`src/rtl/nsp_pkg.sv`:
```
package nsp_pkg;
  typedef enum logic [2:0] {
    ST_IDLE, ST_CMD, ST_REL, ST_READ, ST_WAITRD, ST_WAIT, ST_DONE
  } state_e;

  typedef enum logic [1:0] {
    RES_OK   = 2'b00,
    RES_TMO  = 2'b01,
    RES_FAIL = 2'b10
  } res_e;

  localparam logic [7:0] CMD_STATUS = 8'h70;
  localparam int         BIT_RDY    = 6;
  localparam int         BIT_FAIL   = 0;
endpackage

```
`src/rtl/nsp_interval.sv`:
```
// Counts one polling interval after each load; expire_o marks its last cycle.
module nsp_interval #(
  parameter int IVL_CYC = 2500,
  localparam int CNT_W  = (IVL_CYC > 1) ? $clog2(IVL_CYC) : 1
) (
  input  logic clk,
  input  logic rst_n,
  input  logic load_i,
  output logic expire_o
);
  logic [CNT_W-1:0] cnt_q, cnt_d;
  logic             run_q, run_d;
  logic             cnt_en;

  always_comb begin
    cnt_d  = cnt_q;
    run_d  = run_q;
    cnt_en = 1'b0;
    if (load_i) begin
      cnt_d  = CNT_W'(IVL_CYC - 1);
      run_d  = 1'b1;
      cnt_en = 1'b1;
    end else if (run_q) begin
      cnt_en = 1'b1;
      if (cnt_q == '0) run_d = 1'b0;
      else             cnt_d = cnt_q - 1'b1;
    end
  end

  always_ff @(posedge clk or negedge rst_n) begin
    if (!rst_n) begin
      cnt_q <= '0;
      run_q <= 1'b0;
    end else if (cnt_en) begin
      cnt_q <= cnt_d;
      run_q <= run_d;
    end
  end

  assign expire_o = run_q && (cnt_q == '0);


  single_expire_chk: assert property (@(posedge clk) disable iff (!rst_n)
    (expire_o && !load_i) |=> !expire_o);
endmodule

```
`src/rtl/nsp_elapsed.sv`:
```
// Accumulates waited time in POLL_US steps against a millisecond limit.
module nsp_elapsed #(
  parameter int TMO_W   = 16,
  parameter int POLL_US = 10,
  localparam int ACC_W  = TMO_W + 10
) (
  input  logic             clk,
  input  logic             rst_n,
  input  logic             clr_i,
  input  logic [TMO_W-1:0] tmo_ms_i,
  input  logic             step_i,
  output logic             over_next_o
);
  localparam logic [ACC_W:0] STEP = (ACC_W + 1)'(POLL_US);

  logic [ACC_W-1:0] elapsed_q, elapsed_d;
  logic [ACC_W-1:0] limit_q, limit_d;
  logic             acc_en;
  logic [ACC_W:0]   sum;

  assign sum         = {1'b0, elapsed_q} + STEP;
  assign over_next_o = sum > {1'b0, limit_q};

  always_comb begin
    elapsed_d = elapsed_q;
    limit_d   = limit_q;
    acc_en    = 1'b0;
    if (clr_i) begin
      elapsed_d = '0;
      limit_d   = ACC_W'(tmo_ms_i) * ACC_W'(1000);
      acc_en    = 1'b1;
    end else if (step_i) begin
      elapsed_d = sum[ACC_W-1:0];
      acc_en    = 1'b1;
    end
  end

  always_ff @(posedge clk or negedge rst_n) begin
    if (!rst_n) begin
      elapsed_q <= '0;
      limit_q   <= '0;
    end else if (acc_en) begin
      elapsed_q <= elapsed_d;
      limit_q   <= limit_d;
    end
  end


  within_limit_chk: assert property (@(posedge clk) disable iff (!rst_n)
    elapsed_q <= limit_q);
endmodule

```
`src/rtl/nand_status_poll.sv`:
```
module nand_status_poll #(
  parameter int CLK_HZ  = 250_000_000,
  parameter int POLL_US = 10,
  parameter int TMO_W   = 16,
  localparam int CYC_PER_US = CLK_HZ / 1_000_000,
  localparam int IVL_CYC    = CYC_PER_US * POLL_US
) (
  input  logic             clk,
  input  logic             rst_n,
  input  logic             start_i,
  input  logic [TMO_W-1:0] tmo_ms_i,
  output logic             done_o,
  output logic [1:0]       result_o,
  output logic             nand_ce_o,
  output logic             nand_cle_o,
  output logic             nand_we_o,
  output logic [7:0]       nand_cmd_o,
  output logic             rd_req_o,
  input  logic             rd_vld_i,
  input  logic [7:0]       rd_data_i
);
  import nsp_pkg::*;

  logic [1:0] rst_sync_q;
  logic       rst_n_s;

  always_ff @(posedge clk or negedge rst_n) begin
    if (!rst_n) rst_sync_q <= 2'b00;
    else        rst_sync_q <= {rst_sync_q[0], 1'b1};
  end
  assign rst_n_s = rst_sync_q[1];

  state_e     state_q, state_d;
  logic [1:0] res_q, res_d;
  logic       res_en;
  logic [7:0] stat_q;
  logic       stat_en;
  logic       clr, load, step, expire, over_next;

  nsp_interval #(.IVL_CYC(IVL_CYC)) i_interval (
    .clk      (clk),
    .rst_n    (rst_n_s),
    .load_i   (load),
    .expire_o (expire)
  );

  nsp_elapsed #(.TMO_W(TMO_W), .POLL_US(POLL_US)) i_elapsed (
    .clk         (clk),
    .rst_n       (rst_n_s),
    .clr_i       (clr),
    .tmo_ms_i    (tmo_ms_i),
    .step_i      (step),
    .over_next_o (over_next)
  );

  always_comb begin
    state_d = state_q;
    res_d   = res_q;
    res_en  = 1'b0;
    clr     = 1'b0;
    load    = 1'b0;
    step    = 1'b0;
    stat_en = 1'b0;
    unique case (state_q)
      ST_IDLE: if (start_i) begin
        state_d = ST_CMD;
        clr     = 1'b1;
      end
      ST_CMD:  state_d = ST_REL;
      ST_REL:  state_d = ST_READ;
      ST_READ: state_d = ST_WAITRD;
      ST_WAITRD: if (rd_vld_i) begin
        stat_en = 1'b1;
        if (rd_data_i[BIT_RDY]) begin
          state_d = ST_DONE;
          res_en  = 1'b1;
          res_d   = rd_data_i[BIT_FAIL] ? RES_FAIL : RES_OK;
        end else begin
          state_d = ST_WAIT;
          load    = 1'b1;
        end
      end
      ST_WAIT: if (expire) begin
        if (over_next) begin
          state_d = ST_DONE;
          res_en  = 1'b1;
          res_d   = RES_TMO;
        end else begin
          state_d = ST_READ;
          step    = 1'b1;
        end
      end
      ST_DONE: state_d = ST_IDLE;
      default: state_d = ST_IDLE;
    endcase
  end

  always_ff @(posedge clk or negedge rst_n_s) begin
    if (!rst_n_s) state_q <= ST_IDLE;
    else          state_q <= state_d;
  end

  always_ff @(posedge clk or negedge rst_n_s) begin
    if (!rst_n_s)    res_q <= RES_OK;
    else if (res_en) res_q <= res_d;
  end

  always_ff @(posedge clk or negedge rst_n_s) begin
    if (!rst_n_s)     stat_q <= '0;
    else if (stat_en) stat_q <= rd_data_i;
  end

  assign nand_ce_o  = (state_q != ST_IDLE) && (state_q != ST_DONE);
  assign nand_cle_o = (state_q == ST_CMD);
  assign nand_we_o  = (state_q == ST_CMD);
  assign nand_cmd_o = (state_q == ST_CMD) ? CMD_STATUS : 8'h00;
  assign rd_req_o   = (state_q == ST_READ);
  assign done_o     = (state_q == ST_DONE);
  assign result_o   = res_q;


  cle_needs_ce_chk: assert property (@(posedge clk) disable iff (!rst_n_s)
    nand_cle_o |-> (nand_ce_o && nand_we_o));

  cle_release_chk: assert property (@(posedge clk) disable iff (!rst_n_s)
    nand_cle_o |=> (nand_ce_o && !nand_cle_o && !nand_we_o));

  req_pulse_chk: assert property (@(posedge clk) disable iff (!rst_n_s)
    rd_req_o |=> !rd_req_o);

  done_pulse_chk: assert property (@(posedge clk) disable iff (!rst_n_s)
    done_o |=> (!done_o && !nand_ce_o));

  tmo_not_ready_chk: assert property (@(posedge clk) disable iff (!rst_n_s)
    (done_o && result_o == RES_TMO) |-> !stat_q[BIT_RDY]);

  ok_ready_chk: assert property (@(posedge clk) disable iff (!rst_n_s)
    (done_o && result_o == RES_OK) |-> (stat_q[BIT_RDY] && !stat_q[BIT_FAIL]));
endmodule

```
`config.mk`:
```
export PLATFORM = sky130hd
export DESIGN_NAME = nand_status_poll
export DESIGN_NICKNAME = d
export VERILOG_FILES = /design/src/rtl/nsp_pkg.sv /design/src/rtl/nsp_interval.sv /design/src/rtl/nsp_elapsed.sv /design/src/rtl/nand_status_poll.sv
export SDC_FILE = /design/constraint.sdc
export NUM_CORES = 1
export LEC_CHECK = 0
export BUFFER_PORTS_ARGS = -buffer_cell sky130_fd_sc_hd__buf_2
export CELL_PAD_IN_SITES_DETAIL_PLACEMENT = 1
export CELL_PAD_IN_SITES_GLOBAL_PLACEMENT = 1
export CORE_MARGIN = 10
export CORE_UTILIZATION = 45
export CTS_BUF_LIST = sky130_fd_sc_hd__clkbuf_8 sky130_fd_sc_hd__clkbuf_16
export DETAILED_ROUTE_END_ITERATION = 16
export HOLD_SLACK_MARGIN = 0.03
export PLACE_DENSITY_LB_ADDON = 0.1
export RECOVER_POWER = 50
export SYNTH_ARGS = -nofsm -noshare
export SYNTH_HDL_FRONTEND = slang
export SYNTH_HIERARCHICAL = 1
export SYNTH_SLANG_ARGS = --single-unit
```
`constraint.sdc`:
```
create_clock -name clk -period 2.23 [get_ports clk]
set_input_delay 0.3345 -clock clk [delete_from_list [all_inputs] [get_ports clk]]
set_output_delay 0.3345 -clock clk [all_outputs]
set_load 0.05 [all_outputs]
```
==> impl_metrics.yaml <==
pwr:
  power_frac_comb_pct: 76.6
  ir_worst_vdd_mv: 1.06
  switchingPower_uw: 7220
  leakagePower_uw: 0.00497
  power_frac_clock_pct: 10.9
  p_int_uw: 7970
  power_density_mw_per_mm2: 1460
  power_uw: 15200
  switching_share_pct: 47.5
  pwr-share-seq_pct: 12.5
worst_setup_path:
  critical_path.startpoint_type: "register"
  worstPathRequired_ns: 2.47
  critPathSlowestCell: "dfrtp_1"
  critPathMaxFanout: 7
  slowest_delay_ns: 0.39
  crit_top_cell: "a21oi_4"
  rr_startpoint: "i_elapsed/elapsed_q[12]"
  worstSetupPathType: "register to register"
  rr_worst_depth: 19
  setup.worst_path.start: "i_elapsed/elapsed_q[12]"
  crit_path_end_kind: "register"
  crit_arrival_ns: 4.44
  crit_chain: "and3_1 -> and3_2 -> and3_4 -> buf_12 -> nand3_2 -> xnor2_1 -> ha_1 -> nand4_1 -> buf_4 -> nand4bb_4 -> a21oi_4 -> a221o_1 -> a21oi_4 -> o21ai_4 -> nor3_4 -> buf_6 -> inv_2 -> or3_1 -> a21oi_1"
synthesis:
  syn_area_mm2: 0.00702
  yosysSeqAreaShare_pct: 24.2
  syn_avg_cell_area_um2: 9.43
  synth-edff-count: 0
  yosysUniqueCellTypes: 79
  synth_warnings: 6
  synth-seq-cells: 68
  synthArstFlopShare_pct: 100
  synth_top_flop_cell: "dfrtp_1"
  synth_cells: 744
clock_network:
  worstSkewPairLatency_ns: 0.35
  cts_buffers: 9
  cts_max_level: 3
  cts_sinks: 68
  cts.clk_slew.worst_paths_ns: 0.06
  cts_tree: "done"
  cts_root_buffer: "clkbuf_16"
  clock_path_buffers: 2
placement:
  io_buffers: 31
  dp_slack_ns: -2.01
  routabilityCongestion: 0.846
  dpl_cell_area_mm2: 0.00887
  dp.final_hpwl_um: 15900
timing:
  worst_pin_slew_ns: 1.34
  setup_tns_ns: -79.22
  hold_viol: 0
  layout_setup_ws_ns: -1.97
  min_period_ns: 4.20
  clock_skew_ns: 0.00980
  fin_crit_sh_pct: 188
  slew_headroom_pct: 10.8
  rsz0062_at_grt: "true"
  max_freq_ghz: 0.238
  setup_viol: 48
  drv_slew: 0
floorplanning:
  initial_core_util_pct: 46.0
  core-area_mm2: 0.0153
  fp.dieH_um: 145
  num_rows: 45
  pin_count: 43
  die_w_um: 145
  die_area_mm2: 0.0210
layout:
  area_growth_pct: 48.3
  nFillCells: 1608
  finish.instance_area_mm2: 0.0104
  layout.nets: 1133
  drive_above_1_share_pct: 45.0
  utilization_pct: 68.2
status:
  outcome: "finished with violations"
  failed_checks: "negative setup slack"
hold_path:
  hold-path-cell-count: 3
  min-delay-start: "rd_data_i[0]"
  hp-class: "primary input to register"
drt:
  drt_wl_total_um: 30200
  drc_errors: 0
  num_vias: 6874
  viasPerCell: 5.78
  drt_iter0_markers: 369
  antenna_left: 0
  wl_per_cell_um: 25.4
  first_pass_iters: 7
global_route:
  grt_pass1_vias: 7407
  grt.total_usage_pct: 23.6
  grt_pass1_wl_um: 38800
  grt_max_degree: 31
  antenna_found_initial: 1
  gr-total-overflow: 0
flow_run:
  cap_violations: 0
-- power by group through the flow --
stage | Sequential (uW) | Clock [uW] | Combinational (uW)
final | 1900 | 1650 | 11600
after global routing | 1930 | 1720 | 12200
after CTS | 1830 | 1620 | 9500
after detailed placement | 1850 | 0 | 8060
after global placement | 1820 | 0 | 7630
after floorplan | 1840 | 0 | 5220
-- critical path, delay by kind of cell (launching register included) --
family | cells | cell delay [ns]
compound gates | 5 | 0.95
flops | 1 | 0.39
simple gates | 8 | 1.75
xor+xnor | 1 | 0.18
buf+inv | 4 | 0.52
fa+ha+maj | 1 | 0.28
-- through the flow --
step,cells,hold slack (ns)
2_1_floorplan,748,0.0389
6_report,1189,0.280
4_1_cts,1170,0.256
5_1_grt,1189,0.277
3_5_place_dp,1129,0.124
3_3_place_gp,1129,0.121
-- logic make-up (layout without fill, tap and decap cells) --
family	after synthesis	after routing	share of synthesized area [%]
and+or+nand+nor	199	199	15.7
buffers and inverters	148	377	9.36
adders and majority gates	133	133	29.5
muxes	16	16	2.32
DFF	68	68	24.2
AOI/OAI and AO/OA	119	119	11.4
xor gates and xnor gates	59	59	7.36
other	2	7	0.107
-- timing repair --
item / in CTS / in global routing
gates cloned: 0 / 0
resized for setup: 97 / 94
hold buffers: 1 / 0
pin swaps: 81 / 77
setup buffers: 25 / 19
endpoints found under the hold margin: 2 / 0
endpoints found under the setup margin: 47 / 49
-- routing by layer --
layer / part of all wire [%] / vias up / track usage, %
met5: 0 / - / 0
met4: 5.2 / 0 / 8.24
met3: 4.0 / 119 / 3.55
met2: 53 / 230 / 43.4
met1: 38 / 3568 / 27.0
li1: - / 2957 / -
-- layout make-up --
class	count	area, um2	share of cell area, %
antenna	1	2.50	0.0240
clock buffer	12	267	2.56
clock inverter	4	71.3	0.685
inverter	115	454	4.37
multi-input combinational	532	5670	54.5
sequential	68	1710	16.4
tap	211	264	2.54
timing repair buffer	246	1970	19.0
-- synth_stat cells, types with 6 or more instances --
library cell	instances	area share, %
xnor2_1	31	3.9
o21ai_0	29	2.1
buf_2	6	0.43
fa_1	54	15
ha_1	79	14
and3_1	11	0.98
buf_4	11	1.2
a21oi_1	33	2.4
dfrtp_1	68	24
nor3_1	8	0.57
nand3_1	21	1.5
nand4_1	13	1.2
or3_1	11	0.98
mux2i_1	14	2.0
xor2_1	28	3.5
clkbuf_1	8	0.43
o211ai_1	6	0.64
nor2_1	41	2.2
inv_1	114	6.1
nand2_1	45	2.4
-- placed cells by master, fill, tap and decap left out, types with 16 or more instances in the layout --
master,n
xnor2_1,17
nand2_1,28
ha_4,16
inv_2,17
buf_4,179
nor2_1,37
o21ai_0,16
xor2_1,22
inv_1,93
dfrtp_1,65
buf_2,22
buf_6,34
fa_1,48
a21oi_1,18
ha_1,62
-- registers in the layout, indices dropped and copies added, names as in the netlist --
| register | flops |
|---|---|
| rst_sync_q | 2 |
| i_interval/cnt_q | 12 |
| i_elapsed/limit_q | 23 |
| i_elapsed/elapsed_q | 25 |
| result_o | 2 |
| i_interval/run_q | 1 |
| state_q | 3 |
-- final timing paths --
| check | end | slack [ns] |
|---|---|---|
| hold / removal | result_o[1] | 0.28 |
| setup / recovery | i_elapsed/elapsed_q[7] | -1.97 |
| setup reg to reg | i_elapsed/elapsed_q[7] | -1.97 |
| min in group asynchronous | rst_sync_q[0] | 0.31 |
| hold reg to reg | rst_sync_q[1] | 0.35 |
| max in group asynchronous | i_elapsed/elapsed_q[14] | 0.30 |
No activity file was read; power rests on OpenSTA's default activity.
